$ cat src/rtl/hdbb_pkg.sv
package hdbb_pkg;
   // status bit positions (host software decodes these)
   localparam int ST_OBF = 0;
   localparam int ST_IBF = 1;
   localparam int ST_USR = 2;
   localparam int ST_CMD = 3;
   localparam int ST_HI  = 4;

   // port pin slots
   localparam int PIN_OBF = 0;
   localparam int PIN_IBF = 1;
   localparam int PIN_DRQ = 2;
   localparam int NPINS   = 3;

   // host control bundle, active high after inversion
   typedef struct packed {
      logic cs;
      logic rd;
      logic wr;
      logic a0;
      logic dack;
   } hctl_t;

   localparam int HCTL_W = $bits(hctl_t);
endpackage

$ cat src/rtl/hdbb_sync.sv
module hdbb_sync #(
   parameter int W      = 1,
   parameter int STAGES = 2
) (
   input  logic         clk,
   input  logic         rst_n,
   input  logic [W-1:0] d,
   output logic [W-1:0] q
);
   for (genvar g = 0; g < STAGES; g++) begin : g_stg
      logic [W-1:0] r;
      if (g == 0) begin : g_first
         always_ff @(posedge clk or negedge rst_n) begin
            if (!rst_n) r <= '0;
            else        r <= d;
         end
      end else begin : g_next
         always_ff @(posedge clk or negedge rst_n) begin
            if (!rst_n) r <= '0;
            else        r <= g_stg[g-1].r;
         end
      end
   end

   assign q = g_stg[STAGES-1].r;
endmodule

$ cat src/rtl/hdbb_host_evt.sv
module hdbb_host_evt
   import hdbb_pkg::*;
#(
   parameter int DW = 8
) (
   input  logic          clk,
   input  logic          rst_n,
   input  hctl_t         ctl,
   input  logic [DW-1:0] d,
   input  logic          dma_en,
   output logic          wr_evt,
   output logic          wr_a0,
   output logic [DW-1:0] wr_d,
   output logic          rd_evt,
   output logic          rd_a0,
   output logic          dack_evt
);
   logic dack_on, sel, a0_eff, rd_on, wr_on;
   logic rd_q, wr_q, dack_q;

   assign dack_on = dma_en & ctl.dack;
   assign sel     = ctl.cs | dack_on;
   assign a0_eff  = ctl.a0 & ~dack_on;
   assign rd_on   = sel & ctl.rd;
   assign wr_on   = sel & ctl.wr;

   always_ff @(posedge clk or negedge rst_n) begin
      if (!rst_n) begin
         rd_q   <= 1'b0;
         wr_q   <= 1'b0;
         dack_q <= 1'b0;
         wr_a0  <= 1'b0;
         rd_a0  <= 1'b0;
         wr_d   <= '0;
      end else begin
         rd_q   <= rd_on;
         wr_q   <= wr_on;
         dack_q <= dack_on;
         if (wr_on) begin
            wr_d  <= d;
            wr_a0 <= a0_eff;
         end
         if (rd_on) rd_a0 <= a0_eff;
      end
   end

   // one event per strobe, at its trailing edge
   assign wr_evt   = wr_q & ~wr_on;
   assign rd_evt   = rd_q & ~rd_on;
   assign dack_evt = dack_on & ~dack_q;
endmodule

$ cat src/rtl/hdbb_regs.sv
module hdbb_regs
   import hdbb_pkg::*;
#(
   parameter int DW = 8
) (
   input  logic               clk,
   input  logic               rst_n,
   input  logic               wr_evt,
   input  logic               wr_a0,
   input  logic [DW-1:0]      wr_d,
   input  logic               rd_evt,
   input  logic               rd_a0,
   input  logic               dack_evt,
   input  logic               loc_ibuf_rd,
   input  logic               loc_obuf_wr,
   input  logic               loc_sts_wr,
   input  logic               loc_drq_set,
   input  logic [DW-1:0]      loc_wdata,
   output logic [DW-1:0]      ibuf,
   output logic [DW-1:0]      obuf,
   output logic               ibf,
   output logic               obf,
   output logic               cmd,
   output logic [DW-ST_HI-1:0] sts_hi,
   output logic               drq
);
   always_ff @(posedge clk or negedge rst_n) begin
      if (!rst_n) begin
         ibuf   <= '0;
         obuf   <= '0;
         ibf    <= 1'b0;
         obf    <= 1'b0;
         cmd    <= 1'b0;
         sts_hi <= '0;
         drq    <= 1'b0;
      end else begin
         // input side: new host byte wins over local consume
         if (wr_evt) begin
            ibuf <= wr_d;
            cmd  <= wr_a0;
            ibf  <= 1'b1;
         end else if (loc_ibuf_rd) begin
            ibf  <= 1'b0;
         end
         // output side: new local byte wins over host drain
         if (loc_obuf_wr) begin
            obuf <= loc_wdata;
            obf  <= 1'b1;
         end else if (rd_evt && !rd_a0) begin
            obf  <= 1'b0;
         end
         if (loc_sts_wr) sts_hi <= loc_wdata[DW-1:ST_HI];
         if (loc_drq_set)   drq <= 1'b1;
         else if (dack_evt) drq <= 1'b0;
      end
   end
endmodule

$ cat src/rtl/hdbb_pins.sv
module hdbb_pins #(
   parameter int NP     = 3,
   parameter bit MUX_EN = 1'b1
) (
   input  logic [NP-1:0] flag,
   input  logic [NP-1:0] en,
   input  logic [NP-1:0] port_d,
   output logic [NP-1:0] port_q
);
   if (MUX_EN) begin : g_mux
      for (genvar g = 0; g < NP; g++) begin : g_pin
         assign port_q[g] = en[g] ? flag[g] : port_d[g];
      end
   end else begin : g_plain
      logic [NP-1:0] unused_w;
      assign unused_w = flag & en;
      assign port_q   = port_d;
   end
endmodule

$ cat src/rtl/hdbb_top.sv
module hdbb_top
   import hdbb_pkg::*;
#(
   parameter int DW          = 8,
   parameter int SYNC_STAGES = 2,
   parameter bit PIN_MUX     = 1'b1
) (
   input  logic          clk,
   input  logic          rst_n,
   input  logic          cs_n,
   input  logic          rd_n,
   input  logic          wr_n,
   input  logic          a0,
   input  logic          dack_n,
   input  logic [DW-1:0] dq_i,
   output logic [DW-1:0] dq_o,
   output logic          dq_oe,
   input  logic          loc_ibuf_rd,
   output logic [DW-1:0] loc_ibuf_q,
   input  logic          loc_obuf_wr,
   input  logic          loc_sts_wr,
   input  logic [DW-1:0] loc_wdata,
   input  logic          loc_uflag,
   input  logic          loc_drq_set,
   input  logic          cfg_obf_pin,
   input  logic          cfg_ibf_pin,
   input  logic          cfg_dma_en,
   input  logic [2:0]    port_d,
   output logic [2:0]    port_q
);
   localparam int HI_W   = DW - ST_HI;
   localparam int SYNC_W = HCTL_W + DW;

   if (DW < ST_HI + 1) begin : g_bad_dw
      $error("hdbb_top: DW must leave room for the status nibble");
   end
   if (SYNC_STAGES < 2) begin : g_bad_sync
      $error("hdbb_top: SYNC_STAGES must be at least 2");
   end

   hctl_t             raw_ctl, syn_ctl;
   logic [DW-1:0]     syn_d;
   logic [SYNC_W-1:0] sync_out;

   assign raw_ctl.cs   = ~cs_n;
   assign raw_ctl.rd   = ~rd_n;
   assign raw_ctl.wr   = ~wr_n;
   assign raw_ctl.a0   = a0;
   assign raw_ctl.dack = ~dack_n;

   hdbb_sync #(.W(SYNC_W), .STAGES(SYNC_STAGES)) u_sync (
      .clk (clk),
      .rst_n (rst_n),
      .d   ({raw_ctl, dq_i}),
      .q   (sync_out)
   );
   assign {syn_ctl, syn_d} = sync_out;

   logic          wr_evt, wr_a0, rd_evt, rd_a0, dack_evt;
   logic [DW-1:0] wr_d;

   hdbb_host_evt #(.DW(DW)) u_evt (
      .clk      (clk),
      .rst_n    (rst_n),
      .ctl      (syn_ctl),
      .d        (syn_d),
      .dma_en   (cfg_dma_en),
      .wr_evt   (wr_evt),
      .wr_a0    (wr_a0),
      .wr_d     (wr_d),
      .rd_evt   (rd_evt),
      .rd_a0    (rd_a0),
      .dack_evt (dack_evt)
   );

   logic [DW-1:0]   ibuf, obuf;
   logic            ibf, obf, cmd, drq;
   logic [HI_W-1:0] sts_hi;

   hdbb_regs #(.DW(DW)) u_regs (
      .clk         (clk),
      .rst_n       (rst_n),
      .wr_evt      (wr_evt),
      .wr_a0       (wr_a0),
      .wr_d        (wr_d),
      .rd_evt      (rd_evt),
      .rd_a0       (rd_a0),
      .dack_evt    (dack_evt),
      .loc_ibuf_rd (loc_ibuf_rd),
      .loc_obuf_wr (loc_obuf_wr),
      .loc_sts_wr  (loc_sts_wr),
      .loc_drq_set (loc_drq_set),
      .loc_wdata   (loc_wdata),
      .ibuf        (ibuf),
      .obuf        (obuf),
      .ibf         (ibf),
      .obf         (obf),
      .cmd         (cmd),
      .sts_hi      (sts_hi),
      .drq         (drq)
   );

   // host read path straight from the pins
   logic          raw_dack, host_sel, host_a0;
   logic [DW-1:0] sts;

   assign sts      = {sts_hi, cmd, loc_uflag, ibf, obf};
   assign raw_dack = cfg_dma_en & ~dack_n;
   assign host_sel = ~cs_n | raw_dack;
   assign host_a0  = a0 & ~raw_dack;
   assign dq_oe    = host_sel & ~rd_n;
   assign dq_o     = host_a0 ? sts : obuf;
   assign loc_ibuf_q = ibuf;

   logic [NPINS-1:0] pin_flag, pin_en;
   assign pin_flag[PIN_OBF] = obf;
   assign pin_flag[PIN_IBF] = ibf;
   assign pin_flag[PIN_DRQ] = drq;
   assign pin_en[PIN_OBF]   = cfg_obf_pin;
   assign pin_en[PIN_IBF]   = cfg_ibf_pin;
   assign pin_en[PIN_DRQ]   = cfg_dma_en;

   hdbb_pins #(.NP(NPINS), .MUX_EN(PIN_MUX)) u_pins (
      .flag   (pin_flag),
      .en     (pin_en),
      .port_d (port_d),
      .port_q (port_q)
   );
endmodule

$ cat config.mk
export PLATFORM = sky130hd
export DESIGN_NAME = hdbb_top
export DESIGN_NICKNAME = d
export VERILOG_FILES = /design/src/rtl/hdbb_pkg.sv /design/src/rtl/hdbb_sync.sv /design/src/rtl/hdbb_host_evt.sv /design/src/rtl/hdbb_regs.sv /design/src/rtl/hdbb_pins.sv /design/src/rtl/hdbb_top.sv
export SDC_FILE = /design/constraint.sdc
export NUM_CORES = 1
export LEC_CHECK = 0
export BUFFER_PORTS_ARGS = -buffer_cell sky130_fd_sc_hd__buf_2
export CAP_MARGIN = 20
export CORE_MARGIN = 1.5
export CORE_UTILIZATION = 40
export CTS_CLUSTER_SIZE = 20
export DETAILED_ROUTE_END_ITERATION = 16
export PLACE_DENSITY = 0.58
export REMOVE_ABC_BUFFERS = 1
export SLEW_MARGIN = 20
export SYNTH_ARGS = -nofsm -noshare
export SYNTH_HDL_FRONTEND = slang
export SYNTH_HIERARCHICAL = 1
export SYNTH_SLANG_ARGS = --single-unit
$ cat constraint.sdc
create_clock -name clk -period 1.9 [get_ports clk]
set_input_delay 0.285 -clock clk [delete_from_list [all_inputs] [get_ports clk]]
set_output_delay 0.285 -clock clk [all_outputs]
set_load 0.1 [all_outputs]
==> results of run 1 <==
[cells by family after synthesis]
kind of cell | after synthesis
buffers and inverters | 12
and+or+nand+nor | 9
DFF | 63
AOI/OAI and AO/OA | 10
muxes | 40
[Yosys cell counts]
library cell | n | area [um^2]
dfrtp_1 | 63 | 1580
mux2_4 | 28 | 420
mux2_2 | 10 | 113
inv_1 | 9 | 33.8
buf_6 | 3 | 33.8
o21a_1 | 3 | 22.5
a21o_1 | 2 | 15.0
and2_1 | 2 | 12.5
mux2_1 | 2 | 22.5
nand3_1 | 2 | 10.0
nor2b_1 | 2 | 12.5
o22ai_1 | 2 | 12.5
a21o_2 | 1 | 8.76
a21oi_1 | 1 | 5.00
nand2_8 | 1 | 20.0
nand2b_1 | 1 | 6.26
nand2b_4 | 1 | 13.8
o21ai_4 | 1 | 16.3
[final cells by class]
type	instances	share of cell area, %
sequential	63	53.3
multi-input combinational	59	24.0
timing repair buffer	59	11.0
clock buffer	13	5.37
tap	72	3.04
clock inverter	3	2.20
inverter	9	1.14
[report_power, final]
group | switching (W) | internal [W] | leakage [nW]
Clock | 0.000472 | 0.000809 | 0.114
Sequential | 0.0000757 | 0.00149 | 0.738
Combinational | 0.000746 | 0.000279 | 0.615
Total | 0.00129 | 0.00258 | 1.47
[per-stage QoR]
stage / TNS [ns] / hold slack (ns) / area, um^2 / util, % / worst slack [ns]
2_1_floorplan: -0.320 / -0.0106 / 2320 / - / -0.320
3_3_place_gp: 0 / 0.314 / 2730 / 48.6 / 0.351
3_5_place_dp: 0 / 0.324 / 2730 / 48.6 / 0.327
4_1_cts: 0 / 0.0291 / 2960 / 52.8 / 0.291
5_1_grt: 0 / 0.0367 / 2960 / 52.8 / 0.269
6_report: 0 / 0.0549 / 2960 / 52.8 / 0.321
[worst reg2reg max path: stages (launching register included)]
cell     delay, ns
dfrtp_1       0.36
and2_1        0.18
o21ai_4       0.13
and2_1        0.16
buf_4         0.18
mux2_4        0.31
[state kept, by name, summed over array words and instances, names as in the netlist]
signal	flops
u_evt/dack_q	1
u_regs/obuf	8
u_sync/g_stg.r	13
u_evt/rd_a0	1
u_regs/drq	1
u_regs/obf	1
u_evt/rd_q	1
u_regs/cmd	1
u_regs/ibuf	8
u_evt/wr_a0	1
u_sync/q	13
u_evt/wr_d	8
u_regs/sts_hi	4
u_evt/wr_q	1
u_regs/ibf	1
[how the worst max path moves through the flow]
stage	cells after the start	endpoint	startpoint	slack (ns)
global route	2	dq_o[0]	u_regs/obf	0.27
finish	2	dq_o[0]	u_regs/obf	0.32
global placement	5	dq_o[3]	dack_n	0.35
detailed placement	5	dq_o[3]	dack_n	0.33
CTS	2	port_q[0]	u_regs/obf	0.29
floorplan	2	dq_oe	dack_n	-0.32
[per-layer routing]
metal | part of all wire [%] | global-route usage, % | vias up | wire length, um
met5 | 0 | 0 | - | 0
met4 | 1.6 | 7.89 | 0 | 59
met3 | 6.2 | 5.49 | 6 | 235
met2 | 49 | 21.9 | 42 | 1850
met1 | 43 | 16.4 | 615 | 1640
li1 | - | - | 588 | -
[timing repair]
action                                 CTS  global route
hold buffers                             1             0
endpoints found under the hold margin   63             0
resized for setup                        0             0
==> out/metrics.cfg, run 1 <==
[grt]
grt_max_degree = 64
antenna_found_initial = 0
gr-usage-all-layers_pct = 14.0
grt_pass1_vias = 1401
grt_pass1_wl_um = 6360
grt_overflow = 0

[pwr]
power.leakage_nw = 1.47
p_per_area_mw_per_mm2 = 1310
ir_worst_vdd_mv = 0.590
total_power_w = 0.00387

[critical_path]
crit_chain = mux2_4 -> buf_2
cp_top_family = flip-flops
path_buf_inv = 1
worstPathRequired_ns = 1.62
cp_slowest_cell = dfrtp_1
arrival_ns = 1.29
startpoint_type = register
cpPeakStageDelay_ns = 0.40
critPathKind = register to primary output
regToRegSetupSlack_ns = 0.47
r2r_start = u_sync/q[8]
reg2regPathDepth = 5
worstSetupEndpointType = primary output
crit_fanout = 3
rr_endpoint = u_regs/ibuf[0]

[final_layout]
layout-drive-gt1-share_pct = 55.3
seq_area_mm2 = 0.00158
mostFrequentLayoutCells = 63 x dfrtp_1, 53 x buf_2, 28 x mux2_4
synthToLayoutAreaGrowth_pct = 25.7
nets = 235
antenna_cells = 0
final_common_cell = dfrtp_1
finalNonFillerCells = 278
fillCellCount = 497
multi_input_area_um2 = 711

[detailed_routing]
drt-total-wl_um = 3780
avgViaCountPerCell = 4.50
via_count = 1251
dr.pass1.iters = 4
drc_errors = 0
wire_per_inst_um = 13.6
antenna_left = 0
drt_iter0_drc = 35

[worst_hold_path]
min_from = dq_i[4]
hold_path_end = u_sync/g_stg[0].r[4]
min_path_type = primary input to register
min_path_cells = 1

[clock_tree]
numClockSinks = 63
cts_buffers = 9
cts_setup_buffers = 0
cts_max_path_buffers = 2
clock_latency_ns = 0.33
clockRootBuffer = clkbuf_8
cts_tree = built
clk_pin_slew_worst_paths_ns = 0.07
htreeDepth = 3

[yosys]
yosys.area_share.simple_pct = 3.19
muxShareOfSynthArea_pct = 23.6
ys_seq_area_share_pct = 67.0
syn_area_per_cell_um2 = 17.6
ys_seq_elements = 63
synth-compound-area-share_pct = 3.40
synthXorXnorAreaFrac_pct = 0
syn_inst = 134
synth_warnings = 6
synthAdderAreaFrac_pct = 0
ys_types = 18
syn_area_mm2 = 0.00235
synth_top_family_by_area = multiplexers

[placement]
portBuffers = 53
place_inst = 261
post-dp-hpwl_um = 2560
place_congestion = 0.692

[die]
rows = 27
core-area_mm2 = 0.00561
die_w_um = 79.7
initial_core_util_pct = 42.0
dieArea_mm2 = 0.00636
dieHeight_um = 79.7
ios = 54

[timing]
tightest_slew_ns = 0.488
fmax_mhz = 633
setup_viol = 0
drv_slew = 0
clock-skew-final_ns = 0.00557
slew_headroom_pct = 67.7
fin_crit_ns = 1.58
finalCritPeriodShare_pct = 83.1
finalHoldViolCount = 0
rsz0062_at_grt = no

[status]
outcome = complete, no violations

[run]
maxCapViolations = 0

(Power assumes the default switching activity.)
==> run 2, diff against run 1 <==
- clock period: 1.9 -> 1.6 ns (I/O delays scaled with it)
==> run 2 against run 1 <==
Against the previous run:
- via count increased by 2.3%
- count of clock-buffer cells in the layout is 4 lower
- largest cell class unchanged
- sequential share of layout area fell by 3.6 points
- sequential power increased by 18%
- largest power group unchanged
- critical path depth unchanged
- critical path type unchanged
- final cell count grew 2.9%
==> out/metrics.cfg, run 2 (same netlist as run 1, synthesis figures left out) <==
[placement]
post_dp_cell_area_mm2 = 0.00288  ; +5.5%
place_congestion = 0.673  ; -2.7%
portBuffers = 53  ; unchanged
post-dp-hpwl_um = 2610  ; +1.9%
place_ws_ns = 0.134  ; -0.192 ns

[detailed_routing]
via_count = 1280  ; +2.3%
drt_iter0_drc = 38  ; +8.6%
antenna_left = 0  ; unchanged
drt-total-wl_um = 3850  ; +1.7%
avgViaCountPerCell = 4.48  ; -0.54%
wire_per_inst_um = 13.5  ; -1.1%
dr.pass1.iters = 2  ; -2
drc_errors = 0  ; unchanged

[timing]
hold_slack_ns = 0.0365  ; -0.0184 ns
finalHoldViolCount = 0  ; unchanged
rsz0062_at_grt = no
fmax_mhz = 654
fin_ws_ns = 0.0698  ; -0.251 ns
clock-skew-final_ns = 0.00595  ; +0.000376 ns
setup_viol = 0  ; unchanged
fin_crit_ns = 1.53
drv_slew = 0  ; unchanged
tightest_slew_ns = 0.488  ; -0.000101 ns
finalCritPeriodShare_pct = 95.6
slew_headroom_pct = 67.7  ; about the same

[clock_tree]
clock_latency_ns = 0.34  ; about the same
clk_pin_slew_worst_paths_ns = 0.07  ; about the same
cts_tree = built
numClockSinks = 63  ; unchanged
cts_max_path_buffers = 2  ; unchanged
cts.repair.resized = 0  ; unchanged
cts_buffers = 9  ; unchanged
htreeDepth = 3  ; unchanged
clockRootBuffer = clkbuf_8

[pwr]
combPwrFrac_pct = 29.5  ; +3.0 points
p_int_w = 0.00295  ; +14%
ir_worst_vdd_mv = 0.800  ; +36%
clkPwrFrac_pct = 29.9  ; -3.2 points
power.leakage_nw = 1.54  ; +5.1%
p_seq_share_pct = 40.6  ; about the same
p_per_area_mw_per_mm2 = 1450  ; +11%
p_switching_w = 0.00164  ; +27%
switching_share_pct = 35.8  ; +2.4 points

[grt]
grt_pass1_wl_um = 6400  ; +0.55%
grt_overflow = 0  ; unchanged
antenna_found_initial = 0  ; unchanged
grt_pass1_vias = 1374  ; -1.9%
gr-usage-all-layers_pct = 14.1  ; +0.11 points
grt_max_degree = 64  ; unchanged

[die]
dieHeight_um = 79.7  ; unchanged
initial_core_util_pct = 42.0  ; unchanged
rows = 27  ; unchanged
dieArea_mm2 = 0.00636  ; unchanged
ios = 54  ; unchanged
die_w_um = 79.7  ; unchanged
core-area_mm2 = 0.00561  ; unchanged

[final_layout]
finalInstanceArea_mm2 = 0.00317  ; +7.1%
nets = 243  ; +3.4%
mostFrequentLayoutCells = 63 x dfrtp_1, 43 x buf_2, 28 x mux2_4
final_common_cell = dfrtp_1
multi_input_area_um2 = 711  ; unchanged
layout-drive-gt1-share_pct = 54.2  ; -1.1 points
fillCellCount = 470  ; -5.4%
synthToLayoutAreaGrowth_pct = 34.7
seq_area_mm2 = 0.00158  ; unchanged
antenna_cells = 0  ; unchanged

[critical_path]
arrival_ns = 1.29  ; about the same
worstPathRequired_ns = 1.36  ; -0.26 ns
startpoint_type = register
cpPeakStageDelay_ns = 0.40  ; about the same
crit_chain = mux2_4 -> buf_2
worstSetupEndpointType = primary output
crit_fanout = 3  ; unchanged
cp_top_family = flip-flops
regToRegSetupSlack_ns = 0.20  ; -0.27 ns
critPathKind = register to primary output
cp_slowest_cell = dfrtp_1
path_buf_inv = 1  ; unchanged

[worst_hold_path]
min_path_type = primary input to register

[run]
maxCapViolations = 0  ; unchanged

[status]
outcome = complete, no violations

==> run 2: final cells by class <==
| type | instances | area share (%) |
|---|---|---|
| timing repair buffer | 67 | 17.5 |
| clock buffer | 9 | 3.91 |
| clock inverter | 7 | 2.56 |
| inverter | 9 | 1.07 |
| multi-input combinational | 59 | 22.4 |
| tap | 72 | 2.84 |
| sequential | 63 | 49.7 |
==> run 2: layer usage <==
layer  up-vias  routed length [um]  track usage (%)
li1        606                   -                -
met2        46                1840             21.9
met5         -                   0                0
met4         0                 117             10.0
met1       618                1630             16.5
met3        10                 263             4.34
==> run 2: stage by stage <==
stage	utilization [%]	cells	setup TNS (ns)	power [W]
CTS	56.6	286	0	0.00465
detailed placement	51.3	261	0	0.00324
finish	56.6	286	0	0.00459
global route	56.6	286	0	0.00479
floorplan	-	131	-1.60	0.00287
global placement	51.3	261	0	0.00322
==> run 2: path summary, 6_finish.rpt <==
path / to / start / depth (start not counted)
min: u_sync/g_stg[0].r[10] / wr_n / 2
max reg2reg: u_regs/ibuf[6] / u_sync/q[8] / 5
max: port_q[1] / u_regs/ibf / 2
max in group asynchronous: u_regs/sts_hi[3] / rst_n / 3
min in group asynchronous: u_evt/wr_d[0] / rst_n / 3
min reg2reg: u_sync/q[3] / u_sync/g_stg[0].r[3] / 0
==> run 2: what timing repair did <==
action,4_1_cts,5_1_grt
endpoints found under the setup margin,0,0
setup buffers,0,0
hold buffers,9,0
hold endpoints to repair,71,0
==> run 2: power by group through the flow <==
stage               registers, W  clock network (W)  logic, W
finish                   0.00186            0.00137   0.00135
global route             0.00188            0.00150   0.00140
CTS                      0.00187            0.00142   0.00137
detailed placement       0.00190                  0   0.00135
global placement         0.00189                  0   0.00133
floorplan                0.00230                  0  0.000574
==> run 3, diff against run 2 <==
- CORE_MARGIN: 1.5 -> 5
- CTS_BUF_LIST: default -> sky130_fd_sc_hd__clkbuf_4
==> run 3 against run 2 <==
Against the previous run:
- sequential cell count did not move
- sequential share of layout area rose by 1.6 points
- largest cell class unchanged
- critical endpoint is now dq_o[0]
- final cell count rose by 2.4%
- clock power fell by 12%
- critical path type unchanged
- global-route usage fell by 2.6 points
- hold slack improved by 0.010 ns
- critical path depth did not move
==> out/metrics.cfg, run 3 (same netlist as run 1, synthesis figures left out) <==
[worst_hold_path]
min_path_cells = 2  ; unchanged
hold_path_end = u_regs/drq
min_path_type = primary input to register
min_from = loc_drq_set

[grt]
grt_pass1_wl_um = 6490  ; +1.5%
grt_pass1_vias = 1412  ; +2.8%
antenna_found_initial = 0  ; unchanged
gr-usage-all-layers_pct = 11.5  ; -2.6 points
grt_max_degree = 64  ; unchanged
grt_overflow = 0  ; unchanged

[placement]
place_ws_ns = 0.111  ; -0.0237 ns
post-dp-hpwl_um = 2780  ; +6.5%
place_congestion = 0.705  ; +4.7%
portBuffers = 53  ; unchanged
place_inst = 264  ; +1.1%

[pwr]
total_power_w = 0.00433  ; -5.6%
ir_worst_vdd_mv = 0.717  ; -10%
p_per_area_mw_per_mm2 = 1410  ; -2.5%
clkPwrFrac_pct = 27.7  ; -2.2 points
p_int_w = 0.00283  ; -4.0%
p_seq_share_pct = 42.9  ; +2.3 points
combPwrFrac_pct = 29.5  ; about the same
p_switching_w = 0.00150  ; -8.6%
switching_share_pct = 34.6  ; -1.1 points
power.leakage_nw = 1.51  ; -2.0%

[clock_tree]
clockRootBuffer = clkbuf_4
cts_tree = built
cts_buffers = 9  ; unchanged
clk_pin_slew_worst_paths_ns = 0.09  ; +0.02 ns
cts_max_path_buffers = 2  ; unchanged
numClockSinks = 63  ; unchanged
htreeDepth = 3  ; unchanged
cts_setup_buffers = 0  ; unchanged
clock_latency_ns = 0.38  ; +0.04 ns

[final_layout]
finalNonFillerCells = 293  ; +2.4%
multi_input_area_um2 = 714  ; +0.53%
fin_util_pct = 52.8  ; -3.8 points
nets = 247  ; +1.6%
fillCellCount = 524  ; +11%
final_common_cell = dfrtp_1
mostFrequentLayoutCells = 63 x dfrtp_1, 41 x buf_2, 28 x mux2_4
layout-drive-gt1-share_pct = 53.7  ; -0.54 points
seq_area_mm2 = 0.00158  ; unchanged
antenna_cells = 0  ; unchanged
synthToLayoutAreaGrowth_pct = 30.4

[critical_path]
rr_endpoint = u_regs/ibuf[6]
crit_fanout = 3  ; unchanged
reg2regPathDepth = 5  ; unchanged
critPathKind = register to primary output
r2r_start = u_sync/q[8]
regToRegSetupSlack_ns = 0.18  ; -0.02 ns
worstPathRequired_ns = 1.36  ; about the same
worstSetupEndpointType = primary output
startpoint_type = register
arrival_ns = 1.28  ; about the same

[timing]
fmax_mhz = 657  ; +0.46%
clock-skew-final_ns = 0.0174  ; +0.0115 ns
slew_headroom_pct = 67.4  ; -0.27 points
tightest_slew_ns = 0.493  ; +0.00414 ns
fin_ws_ns = 0.0768  ; +0.00701 ns
drv_slew = 0  ; unchanged
finalCritPeriodShare_pct = 95.2  ; -0.44 points
rsz0062_at_grt = no
finalHoldViolCount = 0  ; unchanged
fin_crit_ns = 1.52  ; -0.00701 ns
setup_viol = 0  ; unchanged
final.setup.tns_ns = 0  ; unchanged

[detailed_routing]
drt-total-wl_um = 3930  ; +2.0%
drt_iter0_drc = 47  ; +24%
wire_per_inst_um = 13.4  ; -0.44%
avgViaCountPerCell = 4.44  ; -0.79%
antenna_left = 0  ; unchanged
drc_errors = 0  ; unchanged
dr.pass1.iters = 3  ; +1
via_count = 1301  ; +1.6%

[die]
dieHeight_um = 86.7  ; +8.8%
dieArea_mm2 = 0.00752  ; +18%
core-area_mm2 = 0.00582  ; +3.7%
ios = 54  ; unchanged
rows = 28  ; +3.7%
initial_core_util_pct = 40.5  ; -1.5 points
die_w_um = 86.7  ; +8.8%

[run]
maxCapViolations = 0  ; unchanged

[status]
outcome = complete, no violations

-- run 3: critical path: stages, from the launching register on --
cell	delay, ns
dfrtp_1	0.41
mux2_4	0.27
buf_4	0.23
-- run 3: cell type report --
type / count / share of cell area, %
Sequential cell: 63 / 51.3
Tap cell: 75 / 3.06
Clock buffer: 12 / 2.93
Inverter: 9 / 1.10
Clock inverter: 4 / 2.28
Multi-Input combinational cell: 59 / 23.3
Timing Repair Buffer: 71 / 16.0
-- run 3: per-layer routing --
metal	vias up	routed length [um]	GRT usage, %
li1	615	-	-
met1	643	1650	13.4
met2	37	1940	18.2
met3	6	285	4.85
met4	0	52	5.52
met5	-	0	0
-- run 3: worst max path at each step --
stage | from | to | slack (ns) | cells after the start
final | u_regs/obf | dq_o[0] | 0.08 | 2
after global routing | u_regs/sts_hi[0] | dq_o[4] | 0.005 | 2
after CTS | u_regs/obf | port_q[0] | 0.001 | 2
after detailed placement | dack_n | dq_o[2] | 0.11 | 5
after global placement | cfg_dma_en | u_regs/ibuf[5] | 0.12 | 6
after floorplan | dack_n | dq_oe | -0.53 | 2
-- run 3: what timing repair did --
action,CTS,global route
endpoints found under the setup margin,4,9
gates resized for setup,4,16
hold endpoints to repair,75,0
hold buffers,13,0
-- run 3: power groups by stage --
stage,Combinational (W),Sequential (W),Clock [W]
after floorplan,0.000574,0.00230,0
after global placement,0.00122,0.00188,0
after detailed placement,0.00124,0.00189,0
after CTS,0.00127,0.00186,0.00124
after global routing,0.00132,0.00188,0.00132
final,0.00128,0.00186,0.00120
-- run 3: per-stage QoR --
step           instance area [um^2]  hold slack, ns
2_1_floorplan                  2320         -0.0556
5_1_grt                        3070          0.0121
3_5_place_dp                   2750           0.273
4_1_cts                        3050          0.0228
3_3_place_gp                   2750           0.266
6_report                       3070          0.0469
